$ cat config.mk
export PLATFORM = sky130hd
export DESIGN_NAME = epp_host_ctrl
export DESIGN_NICKNAME = d
export VERILOG_FILES = /design/src/rtl/epp_pkg.sv /design/src/rtl/epp_host_decode.sv /design/src/rtl/epp_cycle_fsm.sv /design/src/rtl/epp_data_path.sv /design/src/rtl/epp_host_ctrl.sv
export SDC_FILE = /design/constraint.sdc
export NUM_CORES = 1
export LEC_CHECK = 0
export BUFFER_PORTS_ARGS = -buffer_cell sky130_fd_sc_hd__buf_2
export CORE_ASPECT_RATIO = 0.9
export CORE_MARGIN = 10
export CORE_UTILIZATION = 49
export DETAILED_ROUTE_END_ITERATION = 16
export PLACE_DENSITY = 0.85
export REMOVE_ABC_BUFFERS = 1
export SETUP_SLACK_MARGIN = 0.05
export SKIP_LAST_GASP = 1
export SYNTH_ARGS = -nofsm -noshare
export SYNTH_HDL_FRONTEND = slang
export SYNTH_SLANG_ARGS = --single-unit
export TNS_END_PERCENT = 50
$ cat constraint.sdc
create_clock -name clk -period 2.6 [get_ports clk]
set_clock_uncertainty 0.15 [all_clocks]
set_input_delay 0.39 -clock clk [delete_from_list [all_inputs] [get_ports clk]]
set_output_delay 0.39 -clock clk [all_outputs]
set_load 0.02 [all_outputs]
$ cat src/rtl/epp_pkg.sv
// Shared types and offset constants for the EPP host cycle controller.
// Assumes a 3-bit host offset; offsets are compared after a cast.
package epp_pkg;

    typedef enum logic [1:0] {
        ST_IDLE   = 2'd0,
        ST_SETUP  = 2'd1,
        ST_STROBE = 2'd2,
        ST_HOLD   = 2'd3
    } epp_state_t;

    localparam int OFS_ADDR    = 3;
    localparam int OFS_DATA_LO = 4;
    localparam int OFS_DATA_HI = 6;

endpackage

$ cat src/rtl/epp_host_decode.sv
// Host strobe edge detection and offset decode.
// Produces a one-cycle start pulse on the rising edge of a host strobe
// that hits an EPP offset while EPP mode is enabled. Write wins if both rise.
module epp_host_decode #(
    parameter int AW = 3
) (
    input  logic          clk,
    input  logic          rst_n,
    input  logic          epp_mode,
    input  logic [AW-1:0] host_addr,
    input  logic          host_wr,
    input  logic          host_rd,
    output logic          start,
    output logic          start_wr,
    output logic          start_addr
);
    import epp_pkg::*;

    logic wr_q, rd_q;
    logic hit_addr, hit_data;

    // Remember last host strobe levels for edge detection.
    always_ff @(posedge clk) begin
        if (!rst_n) begin
            wr_q <= 1'b0;
            rd_q <= 1'b0;
        end else begin
            wr_q <= host_wr;
            rd_q <= host_rd;
        end
    end

    // Offset decode: one address offset, a contiguous range of data offsets.
    always_comb begin
        hit_addr = (host_addr == AW'(OFS_ADDR));
        hit_data = (host_addr >= AW'(OFS_DATA_LO)) && (host_addr <= AW'(OFS_DATA_HI));
    end

    // Start pulse on a leading edge of either strobe.
    always_comb begin
        start_wr   = host_wr && !wr_q;
        start      = epp_mode && (hit_addr || hit_data) &&
                     ((host_wr && !wr_q) || (host_rd && !rd_q));
        start_addr = hit_addr;
    end

endmodule

$ cat src/rtl/epp_cycle_fsm.sv
// Interlocked EPP cycle sequencer with a no-response timeout.
// SETUP waits for ready low, STROBE waits for acknowledge high, HOLD waits
// for the host to drop its strobe. The timeout ends SETUP/STROBE after
// TMO_CYC clocks in total.
module epp_cycle_fsm #(
    parameter int TMO_CYC = 16
) (
    input  logic clk,
    input  logic rst_n,
    input  logic start,
    input  logic start_wr,
    input  logic start_addr,
    input  logic n_wait,
    input  logic host_wr,
    input  logic host_rd,
    output logic busy,
    output logic in_strobe,
    output logic in_hold,
    output logic cyc_wr,
    output logic cyc_addr,
    output logic capture
);
    import epp_pkg::*;

    localparam int CW = $clog2(TMO_CYC + 1);

    epp_state_t     state;
    logic [CW-1:0]  tmo_cnt;
    logic           tmo_hit;
    logic           host_hold;

    // Timeout and host-release conditions.
    always_comb begin
        tmo_hit   = (tmo_cnt == CW'(TMO_CYC - 1));
        host_hold = cyc_wr ? host_wr : host_rd;
    end

    // State register, cycle kind and timeout counter.
    always_ff @(posedge clk) begin
        if (!rst_n) begin
            state    <= ST_IDLE;
            tmo_cnt  <= '0;
            cyc_wr   <= 1'b0;
            cyc_addr <= 1'b0;
        end else begin
            case (state)
                ST_IDLE: if (start) begin
                    state    <= ST_SETUP;
                    tmo_cnt  <= '0;
                    cyc_wr   <= start_wr;
                    cyc_addr <= start_addr;
                end
                ST_SETUP: begin
                    if (tmo_hit)      state <= ST_HOLD;
                    else if (!n_wait) state <= ST_STROBE;
                    tmo_cnt <= tmo_cnt + 1'b1;
                end
                ST_STROBE: begin
                    if (tmo_hit || n_wait) state <= ST_HOLD;
                    tmo_cnt <= tmo_cnt + 1'b1;
                end
                default: if (!host_hold) state <= ST_IDLE;
            endcase
        end
    end

    // Decoded state flags and the read-capture pulse on leaving the active phase.
    always_comb begin
        busy      = (state == ST_SETUP) || (state == ST_STROBE);
        in_strobe = (state == ST_STROBE);
        in_hold   = (state == ST_HOLD);
        capture   = !cyc_wr && ((state == ST_STROBE && (n_wait || tmo_hit)) ||
                                (state == ST_SETUP && tmo_hit));
    end

endmodule

$ cat src/rtl/epp_data_path.sv
// Write-byte latch and read-byte capture.
// The write byte follows host data while the host write strobe is high
// during a write transfer and is frozen when it falls. The read byte is
// captured from the peripheral bus at strobe release.
module epp_data_path #(
    parameter int DW = 8
) (
    input  logic          clk,
    input  logic          rst_n,
    input  logic          start,
    input  logic          start_wr,
    input  logic          busy,
    input  logic          in_hold,
    input  logic          cyc_wr,
    input  logic          capture,
    input  logic          host_wr,
    input  logic [DW-1:0] host_wdata,
    input  logic [DW-1:0] pd_in,
    output logic [DW-1:0] pd_out,
    output logic [DW-1:0] host_rdata
);
    logic [DW-1:0] wr_byte, rd_byte;

    // Write byte: load at write start, track while strobe high, freeze after.
    always_ff @(posedge clk) begin
        if (!rst_n)                           wr_byte <= '0;
        else if (start && start_wr)           wr_byte <= host_wdata;
        else if (busy && cyc_wr && host_wr)   wr_byte <= host_wdata;
    end

    // Read byte: sampled from the peripheral bus when the strobe is released.
    always_ff @(posedge clk) begin
        if (!rst_n)       rd_byte <= '0;
        else if (capture) rd_byte <= pd_in;
    end

    // Read data is presented only after a read transfer, until host release.
    always_comb begin
        pd_out     = wr_byte;
        host_rdata = (in_hold && !cyc_wr) ? rd_byte : '0;
    end

endmodule

$ cat src/rtl/epp_host_ctrl.sv
// EPP host cycle controller top level.
// Connects decode, sequencer and data path; derives the peripheral control
// lines from the sequencer state. Host strobes are assumed synchronous to clk.
module epp_host_ctrl #(
    parameter int AW      = 3,
    parameter int DW      = 8,
    parameter int TMO_CYC = 16
) (
    input  logic          clk,
    input  logic          rst_n,
    input  logic          epp_mode,
    input  logic [AW-1:0] host_addr,
    input  logic [DW-1:0] host_wdata,
    input  logic          host_wr,
    input  logic          host_rd,
    output logic [DW-1:0] host_rdata,
    output logic          host_busy,
    output logic [DW-1:0] pd_out,
    input  logic [DW-1:0] pd_in,
    output logic          pd_oe,
    output logic          n_write,
    output logic          n_addrstb,
    output logic          n_datastb,
    input  logic          n_wait
);
    logic start, start_wr, start_addr;
    logic busy, in_strobe, in_hold, cyc_wr, cyc_addr, capture;

    epp_host_decode #(.AW(AW)) u_dec (
        .clk        (clk),
        .rst_n      (rst_n),
        .epp_mode   (epp_mode),
        .host_addr  (host_addr),
        .host_wr    (host_wr),
        .host_rd    (host_rd),
        .start      (start),
        .start_wr   (start_wr),
        .start_addr (start_addr)
    );

    epp_cycle_fsm #(.TMO_CYC(TMO_CYC)) u_fsm (
        .clk        (clk),
        .rst_n      (rst_n),
        .start      (start),
        .start_wr   (start_wr),
        .start_addr (start_addr),
        .n_wait     (n_wait),
        .host_wr    (host_wr),
        .host_rd    (host_rd),
        .busy       (busy),
        .in_strobe  (in_strobe),
        .in_hold    (in_hold),
        .cyc_wr     (cyc_wr),
        .cyc_addr   (cyc_addr),
        .capture    (capture)
    );

    epp_data_path #(.DW(DW)) u_dp (
        .clk        (clk),
        .rst_n      (rst_n),
        .start      (start),
        .start_wr   (start_wr),
        .busy       (busy),
        .in_hold    (in_hold),
        .cyc_wr     (cyc_wr),
        .capture    (capture),
        .host_wr    (host_wr),
        .host_wdata (host_wdata),
        .pd_in      (pd_in),
        .pd_out     (pd_out),
        .host_rdata (host_rdata)
    );

    // Peripheral control lines from sequencer state.
    always_comb begin
        host_busy = busy;
        pd_oe     = busy && cyc_wr;
        n_write   = !(busy && cyc_wr);
        n_addrstb = !(in_strobe && cyc_addr);
        n_datastb = !(in_strobe && !cyc_addr);
    end

endmodule

==> results of run 1 <==
-- power breakdown --
group	leakage (nW)	internal, W	total [W]	switching, W
logic	0.505	0.000124	0.000303	0.000179
registers	0.219	0.000444	0.000471	0.0000273
clock network	0.0139	0.0000588	0.000180	0.000121
-- final timing paths --
path / to / slack (ps) / depth (start not counted)
hold / removal: u_dp.pd_out[3] / 140 / 3
hold reg to reg: u_dp.pd_out[1] / 310 / 2
setup / recovery: u_dp.rd_byte[7] / 330 / 7
setup reg to reg: u_dp.rd_byte[7] / 330 / 7
-- sequential cells by signal, summed over array words and instances, names as in the netlist --
register / flops
u_dp.pd_out: 8
u_dp.rd_byte: 8
u_fsm.cyc_addr: 1
u_dec.rd_q: 1
u_fsm.state: 2
u_fsm.tmo_cnt: 5
u_fsm.cyc_wr: 1
u_dec.wr_q: 1
-- per-stage QoR --
stage          utilization [%]  power (W)  hold WS (ps)  setup slack (ps)  area [sq um]
3_5_place_dp             59.31  0.0007819         295.8             351.2          1603
6_report                 60.42  0.0009543         142.6             334.8          1633
5_1_grt                  60.42   0.001012         135.8             137.6          1633
2_1_floorplan                -  0.0006896         301.4             493.3          1333
3_3_place_gp             59.31  0.0007769         290.9             428.5          1603
4_1_cts                  60.42  0.0009599         133.2             333.6          1633
-- synth_stat cells (all sizes together) (3+ instances only) --
master,count
nand2,28
dfxtp,27
mux2i,21
and2,11
nor2,11
inv,9
ha,7
a21oi,5
clkbuf,4
o22ai,4
nand2b,3
o21ai,3
-- worst reg2reg max path, delay by kind of cell, from the launching register on --
kind	cells	cell delay (ps)
and+or+nand+nor	3	880
muxes	1	270
adders and majority gates	2	370
AOI/OAI and AO/OA	1	100
DFF	1	400
-- cells by family after synthesis --
kind of cell / share of synthesized area [%]
muxes: 15.54
AOI/OAI and AO/OA: 11.56
and+or+nand+nor: 22.48
DFF: 39.96
buffers and inverters: 3.977
adders and majority gates: 6.475
-- routing by layer --
metal,global-route usage [%],up-vias,part of all wire [%]
li1,-,614,-
met3,4.149,2,8.1
met1,14.07,529,46
met2,18.98,44,45
met4,3.918,0,0.62
met5,0,-,0
-- area by class of cell --
cell class	count	area, sq um	area share, %
multi-input cells	113	758.2	46.44
flip-flops and latches	27	540.5	33.10
repair buffers	46	232.7	14.25
well taps	30	37.54	2.299
inverters	9	33.78	2.069
clock buffers	3	22.52	1.379
clock inverters	1	7.507	0.4598
==> impl_metrics.toml, run 1 <==
[detailed_routing]
num_vias = 1189
post_drt_wl_per_cell_um = 13.38
drt_first_pass_iters = 4
antenna_left = 0
wl_um = 3064
first_iter_violations = 69
drt_drc_violations_left = 0
vias_per_cell = 5.192

[status]
status = "finished clean"

[sta]
hold_viol = 0
slew-limit-headroom_pct = 47.18
worst_pin_slew_ps = 788.0
fmax_mhz = 441.5
rsz0062_at_grt = "no"
drv_slew = 0
setup-violations-final = 0
fin_crit_ps = 2265
fin_crit_sh_pct = 87.12
final.setup.tns_ps = 0

[cells_and_area]
layout_commonest_cell = "buf_2"
fill_cells = 247
layout.cells.non_filler = 229
layout_common_cells = "buf_2 (45), nand2_1 (28), dfxtp_1 (27), mux2i_1 (21)"
antenna-diode-count = 0
fin_nets = 232
drive_gt1_share_pct = 26.63
syn_to_final_growth_pct = 20.72

[setup_path]
rr_startpoint = "u_fsm.tmo_cnt[0]"
startpoint_type = "flip-flop"
critPathKind = "flip-flop to flip-flop"
cpMostUsedCell = "ha_1"
path_max_fanout = 8
critPathBufInv = 0
cp_top_family = "simple AND/OR/NAND/NOR gates"
cp_slowest_cell = "nor3_2"
crit_required_ps = 2670
crit_chain = "ha_1, and3_1, ha_1, a21oi_1, nor3_2, mux2i_1, nor2_1"
cp.arrival_ps = 2330
max_stage_delay_ps = 650
crit_start = "u_fsm.tmo_cnt[0]"
end_kind = "flip-flop"

[hold_path]
hp-class = "input port to flip-flop"
hp-start = "host_wdata[3]"

[placed_design]
gp_congestion = 0.8581
io_buffers = 45
hpwl_um = 2469
dp.cells = 225

[synth]
async_flop_share_pct = 0
netlist_area_sq_um = 1353
netlist_top_cells_area = "dfxtp_1 (40%), mux2i_1 (16%), nand2_1 (7.8%)"
synth_top_area_cell = "dfxtp_1"
synth_ff_type = "dfxtp_1"
ys_seq_area_share_pct = 39.96
yosysWarnings = 0
ys_types = 33
synth_seq_cells = 27
syn_inst = 154
synth_edf_count = 0
yosysTopAreaCellShare_pct = 39.96
syn_avg_cell_area_sq_um = 8.783

[clock_tree]
htree_levels = 1
hold_buffers = 0
clock_latency_ps = 320
path_clk_slew_ps = 140
cts_setup_buffers = 0
cts.repair.resized = 0
cts_tree = "yes"
cts_buffers = 3
clock-sinks = 27
clockRootBuffer = "clkbuf_4"
cts_buffer_depth = 2

[grt]
grt_usage_pct = 11.84
grt_max_degree = 30
grt_pass1_wl_um = 5099
grt_antenna_before_repair = 0
grt.overflow.total = 0
grt_pass1_vias = 1197

[floorplanning]
io_pins = 46
fp-row-count = 18
die-width_um = 75.38
dieArea_sq_um = 5265
start_util_pct = 50.05
die-height_um = 69.84
core_sq_um = 2703

[flow_run]
drv_cap = 0

[pwr]
power_density_nw_per_um2 = 584.5
p_leak_nw = 0.7379
irDropWorstVdd_v = 0.0003540
Power figures use the tool's default switching activity.
==> inputs of run 2 (changes only) <==
CORE_UTILIZATION = 44   (was 49)
PLACE_DENSITY = 0.74   (was 0.85)
clock period = 1.9 ns   (was 2.6 ns; I/O delays follow)
==> run 2 against run 1 <==
Effect of this change:
- final cell count increased by 13%
- flip-flop and latch count unchanged
- clock power increased by 38%
- first-iteration DRC count decreased by 16%
- utilization increased by 6.3 points
- global-route usage increased by 0.97 points
- largest cell class unchanged
- largest power group is now combinational logic
==> impl_metrics.toml, run 2 (synthesis gave the netlist of run 1 again) <==
[status]
status = "finished clean"

[clock_tree]
htree_levels = 1
cts_buffers = 3
clock-sinks = 27
clock_latency_ps = 330
cts_tree = "yes"
cts_buffer_depth = 2
path_clk_slew_ps = 140
clockRootBuffer = "clkbuf_4"

[grt]
grt_usage_pct = 12.81
grt_pass1_wl_um = 6065
grt.overflow.total = 0
grt_antenna_before_repair = 0
grt_max_degree = 17
grt_pass1_vias = 1373

[placed_design]
gp_congestion = 0.7836
dpl_worst_slack_ps = -293.3
hpwl_um = 2617
io_buffers = 45

[floorplanning]
core_sq_um = 2995
fp-row-count = 19
start_util_pct = 45.15
io_pins = 46
die-width_um = 78.44
die-height_um = 72.60
dieArea_sq_um = 5695

[sta]
setup-violations-final = 0
slew-limit-headroom_pct = 72.34
worst_pin_slew_ps = 410.6
fmax_mhz = 532.7
timing.final.ws_setup_ps = 22.88
fin_crit_sh_pct = 98.80
hold_viol = 0
fin_crit_ps = 1877
drv_slew = 0
final.setup.tns_ps = 0
rsz0062_at_grt = "yes"

[setup_path]
critPathBufInv = 2
max_stage_delay_ps = 360
path_max_fanout = 8
critPathKind = "flip-flop to output pin"
startpoint_type = "flip-flop"
crit_required_ps = 1460
cp_slowest_cell = "dfxtp_2"
end_kind = "output pin"
crit_chain = "buf_6, ha_4, nor2b_4, and2_4, buf_6"
crit_start = "u_fsm.state[1]"
cp.arrival_ps = 1440
cp_top_family = "simple AND/OR/NAND/NOR gates"
rr_startpoint = "u_fsm.state[1]"
cpMostUsedCell = "buf_6"

[pwr]
irDropWorstVdd_v = 0.0004364
p_sw_w = 0.0005336
p_int_w = 0.001058
power_density_nw_per_um2 = 796.6
pwr-share-comb_pct = 43.9
p_seq_share_pct = 40.4
p_leak_nw = 0.8603
p_sw_share_pct = 33.52
p_clk_share_pct = 15.6

[detailed_routing]
drt_first_pass_iters = 6
wl_um = 3499
num_vias = 1265
drt_drc_violations_left = 0
antenna_left = 0
vias_per_cell = 4.884
first_iter_violations = 58
post_drt_wl_per_cell_um = 13.51

[flow_run]
drv_cap = 0

[cells_and_area]
fin_nets = 250
drive_gt1_share_pct = 45.16
layout_commonest_cell = "buf_2"
fill_cells = 251
layout_common_cells = "buf_2 (34), nand2_1 (27), dfxtp_1 (23), mux2i_1 (19), buf_4 (15)"
syn_to_final_growth_pct = 47.73
antenna-diode-count = 0

[hold_path]
hp-class = "input port to flip-flop"
hp-start = "host_wdata[4]"
run 2: metrics by stage:
stage                     area, sq um  hold slack, ps  utilization (%)   power, W  cells
after floorplan                  1333           256.7                -  0.0009436    149
after global placement           1715           295.3            57.27   0.001170    250
after detailed placement         1715           295.6            57.27   0.001175    250
after CTS                        1944           26.69            64.91   0.001570    258
after global routing             1998           13.78            66.71   0.001695    259
final                            1998           28.32            66.71   0.001592    259
run 2: power groups by stage:
stage	logic (W)	clock network [W]	registers (W)
6_report	0.000699	0.000249	0.000644
5_1_grt	0.000767	0.000279	0.000649
2_1_floorplan	0.000288	0	0.000656
3_5_place_dp	0.000529	0	0.000646
3_3_place_gp	0.000524	0	0.000646
4_1_cts	0.000674	0.000257	0.000638
run 2: final cells by class:
class	count	area [sq um]	area share [%]
Timing Repair Buffer	64	460.4	23.04
Sequential cell	27	545.5	27.30
Tap cell	42	52.55	2.630
Multi-Input combinational cell	113	877.1	43.89
Inverter	9	36.28	1.816
Clock buffer	4	26.28	1.315
run 2: final timing paths:
kind	end	depth (start not counted)	slack, ps
setup / recovery	host_rdata[5]	5	20
hold / removal	u_dp.pd_out[4]	3	30
setup reg to reg	u_fsm.state[0]	6	60
hold reg to reg	u_dp.pd_out[3]	2	320
run 2: worst min-delay path, delay by kind of cell:
kind	cells	cell delay, ps
and+or+nand+nor	1	40
muxes	1	50
buffers and inverters	1	100
run 2: timing repair:
item                                    in CTS  in global routing
endpoints found under the setup margin      18                 31
resized for setup                           48                 12
buffers inserted                             5                  1
pin swaps                                   11                  8
gates cloned                                 0                  0
hold buffers                                 0                  0
run 2: metal layers:
metal / up-vias / global-route usage (%) / routed length, um
met4: 0 / 4.175 / 41
met1: 575 / 15.67 / 1645
met5: - / 0 / 0
li1: 652 / - / -
met3: 5 / 4.187 / 215
met2: 33 / 20.80 / 1597
==> inputs of run 3 (changes only) <==
GPL_TIMING_DRIVEN = 0   (was default)
SYNTH_HIERARCHICAL = 1   (was default)
==> run 3 against run 2 <==
Effect of this change:
- die area down 0.54%
- non-clock buffer count is 11 lower
- register-to-register slack hardly changed
- sequential power grew 2%
- maximum frequency up 0.96%
- worst setup slack gained 18 ps
- global-route usage shrank 1.2 points
==> impl_metrics.toml, run 3 <==
[grt]
grt_pass1_vias = 1238
grt_max_degree = 38
grt.overflow.total = 0
grt_antenna_before_repair = 0
grt_pass1_wl_um = 5457
grt_usage_pct = 11.64

[clock_tree]
cts_buffers = 3
clockRootBuffer = "clkbuf_4"
htree_levels = 1
path_clk_slew_ps = 150
cts_buffer_depth = 2
cts_tree = "yes"
clock-sinks = 27
clock_latency_ps = 320

[synth]
yosysTopAreaCellShare_pct = 40.26
ys_seq_area_share_pct = 40.26
synth_seq_cells = 27
synth_top_family_by_area = "simple AND/OR/NAND/NOR gates"
synth_compound_area_share_pct = 10.25
synth_common_cells = "dfxtp_1 (27), nand2_1 (27), mux2i_1 (19), and2_1 (12), nor2b_1 (12)"
synthSimpleGateAreaFrac_pct = 27.59
async_flop_share_pct = 0
synthMuxAreaShare_pct = 14.17
synth_top_area_cell = "dfxtp_1"
netlist_top_cells_area = "dfxtp_1 (40%), mux2i_1 (14%), nand2_1 (7.5%)"
netlist_area_sq_um = 1343
synth_xor_area_share_pct = 0
synth_edf_count = 0
ys_types = 30
post_synth_fa_ha_maj_area_fraction_pct = 5.592
synth_ff_type = "dfxtp_1"
yosysWarnings = 6
syn_avg_cell_area_sq_um = 9.259
syn_inst = 145

[sta]
slew-limit-headroom_pct = 63.54
fin_crit_sh_pct = 97.86
timing.hold.ws_ps = 30.04
fmax_mhz = 537.8
drv_slew = 0
hold_viol = 0
fin_crit_ps = 1859
setup-violations-final = 0
rsz0062_at_grt = "yes"
worst_pin_slew_ps = 547.0

[pwr]
irDropWorstVdd_v = 0.0004388
p_leak_nw = 0.8143
power_density_nw_per_um2 = 878.4

[floorplanning]
die-height_um = 72.41
io_pins = 46
die-width_um = 78.23
core_sq_um = 2838
start_util_pct = 47.31
fp-row-count = 18
dieArea_sq_um = 5664

[setup_path]
cp.arrival_ps = 1420
startpoint_type = "flip-flop"
max_stage_delay_ps = 400
critPathKind = "flip-flop to output pin"
cp_slowest_cell = "dfxtp_4"
crit_required_ps = 1460
path_max_fanout = 8
timing.reg2reg.setup_slack_ps = 50
end_kind = "output pin"
crit_chain = "ha_4, nor2b_4, and2_4, buf_6"

[detailed_routing]
drt_drc_violations_left = 0
first_iter_violations = 59
num_vias = 1197
antenna_left = 0
post_drt_wl_per_cell_um = 14.85
wl_um = 3535
drt_first_pass_iters = 4
dr_wl_met3_um = 220
met2_length_um = 1892
dr.max_layer_used = "met4"
wl_met1_um = 1361
vias_per_cell = 5.029

[cells_and_area]
drive_gt1_share_pct = 41.92
antenna-diode-count = 0
fin_area_sq_um = 1872
layout_commonest_cell = "buf_2"
fill_cells = 250
syn_to_final_growth_pct = 39.42
layout_common_cells = "buf_2 (37), nand2_1 (26), dfxtp_1 (23), mux2i_1 (19), buf_4 (11)"
fin_nets = 230

[flow_run]
drv_cap = 0

[placed_design]
hpwl_um = 2459
postPlaceCellArea_sq_um = 1600
gp_congestion = 0.7490
io_buffers = 45

[hold_path]
hp-class = "input port to flip-flop"

[status]
status = "finished clean"
-- run 3: changes by cell type in the layout (fill, tap and decap cells not counted), sizes merged, moves of 2 or more --
cell	previous run	this run
a21oi	5	2
nor2	11	1
mux2i	21	19
a21boi	0	7
nor2b	1	12
nand3	1	6
buf	64	53
inv	9	3
o22ai	4	0
-- run 3: power breakdown --
group | switching, W | internal (W) | leakage [nW]
clock network | 0.000172 | 0.0000789 | 0.0177
logic | 0.000386 | 0.000349 | 0.575
registers | 0.0000408 | 0.000618 | 0.221
total | 0.000599 | 0.00105 | 0.814
-- run 3: critical path: cells and delay by family, from the launching register on --
| kind | cells | cell delay [ps] |
|---|---|---|
| adder cells (fa/ha/maj) | 1 | 160 |
| buffers and inverters | 1 | 110 |
| flip-flops | 1 | 400 |
| AND/OR/NAND/NOR | 2 | 440 |
-- run 3: timing repair --
action	CTS	global route
hold buffers	0	0
setup endpoints to repair	30	21
cloned	0	0
setup buffers	3	5
pin swaps	4	7
gates resized for setup	25	22
-- run 3: kinds of logic after synthesis --
group	count (synthesis)
AO/OA/AOI/OAI	17
multiplexers	19
AND/OR/NAND/NOR	69
adder cells (fa/ha/maj)	6
buffers and inverters	7
flip-flops	27
-- run 3: worst paths after layout --
check | start | endpoint | depth (start not counted)
setup / recovery | u_fsm/state[1] | host_rdata[7] | 4
hold / removal | host_wdata[3] | u_dp/pd_out[3] | 3
setup reg to reg | u_fsm/tmo_cnt[0] | u_dp/rd_byte[4] | 8
hold reg to reg | u_dp/pd_out[6] | u_dp/pd_out[6] | 2
-- run 3: layout make-up --
cell class | count | area, sq um | share of cell area (%)
Tap cell | 40 | 50.05 | 2.674
Clock buffer | 3 | 22.52 | 1.203
Clock inverter | 1 | 5.005 | 0.2674
Sequential cell | 27 | 550.5 | 29.41
Timing Repair Buffer | 53 | 332.8 | 17.78
Inverter | 3 | 11.26 | 0.6016
Multi-Input combinational cell | 111 | 899.6 | 48.06
-- run 3: stage by stage --
stage / util [%] / worst slack [ps] / TNS [ps] / total power (W) / instances
floorplan: - / -219.0 / -1752 / 0.001001 / 141
global placement: 56.39 / -458.1 / -4301 / 0.001121 / 226
detailed placement: 56.39 / -524.5 / -4726 / 0.001145 / 226
CTS: 61.46 / 5.697 / 0 / 0.001493 / 233
global route: 65.96 / -53.14 / -396.7 / 0.001747 / 238
finish: 65.96 / 40.68 / 0 / 0.001644 / 238
-- run 3: layer usage --
layer,GRT usage (%),vias up
met5,0,-
met4,2.982,0
met1,11.67,561
met3,4.803,6
li1,-,600
met2,21.81,30
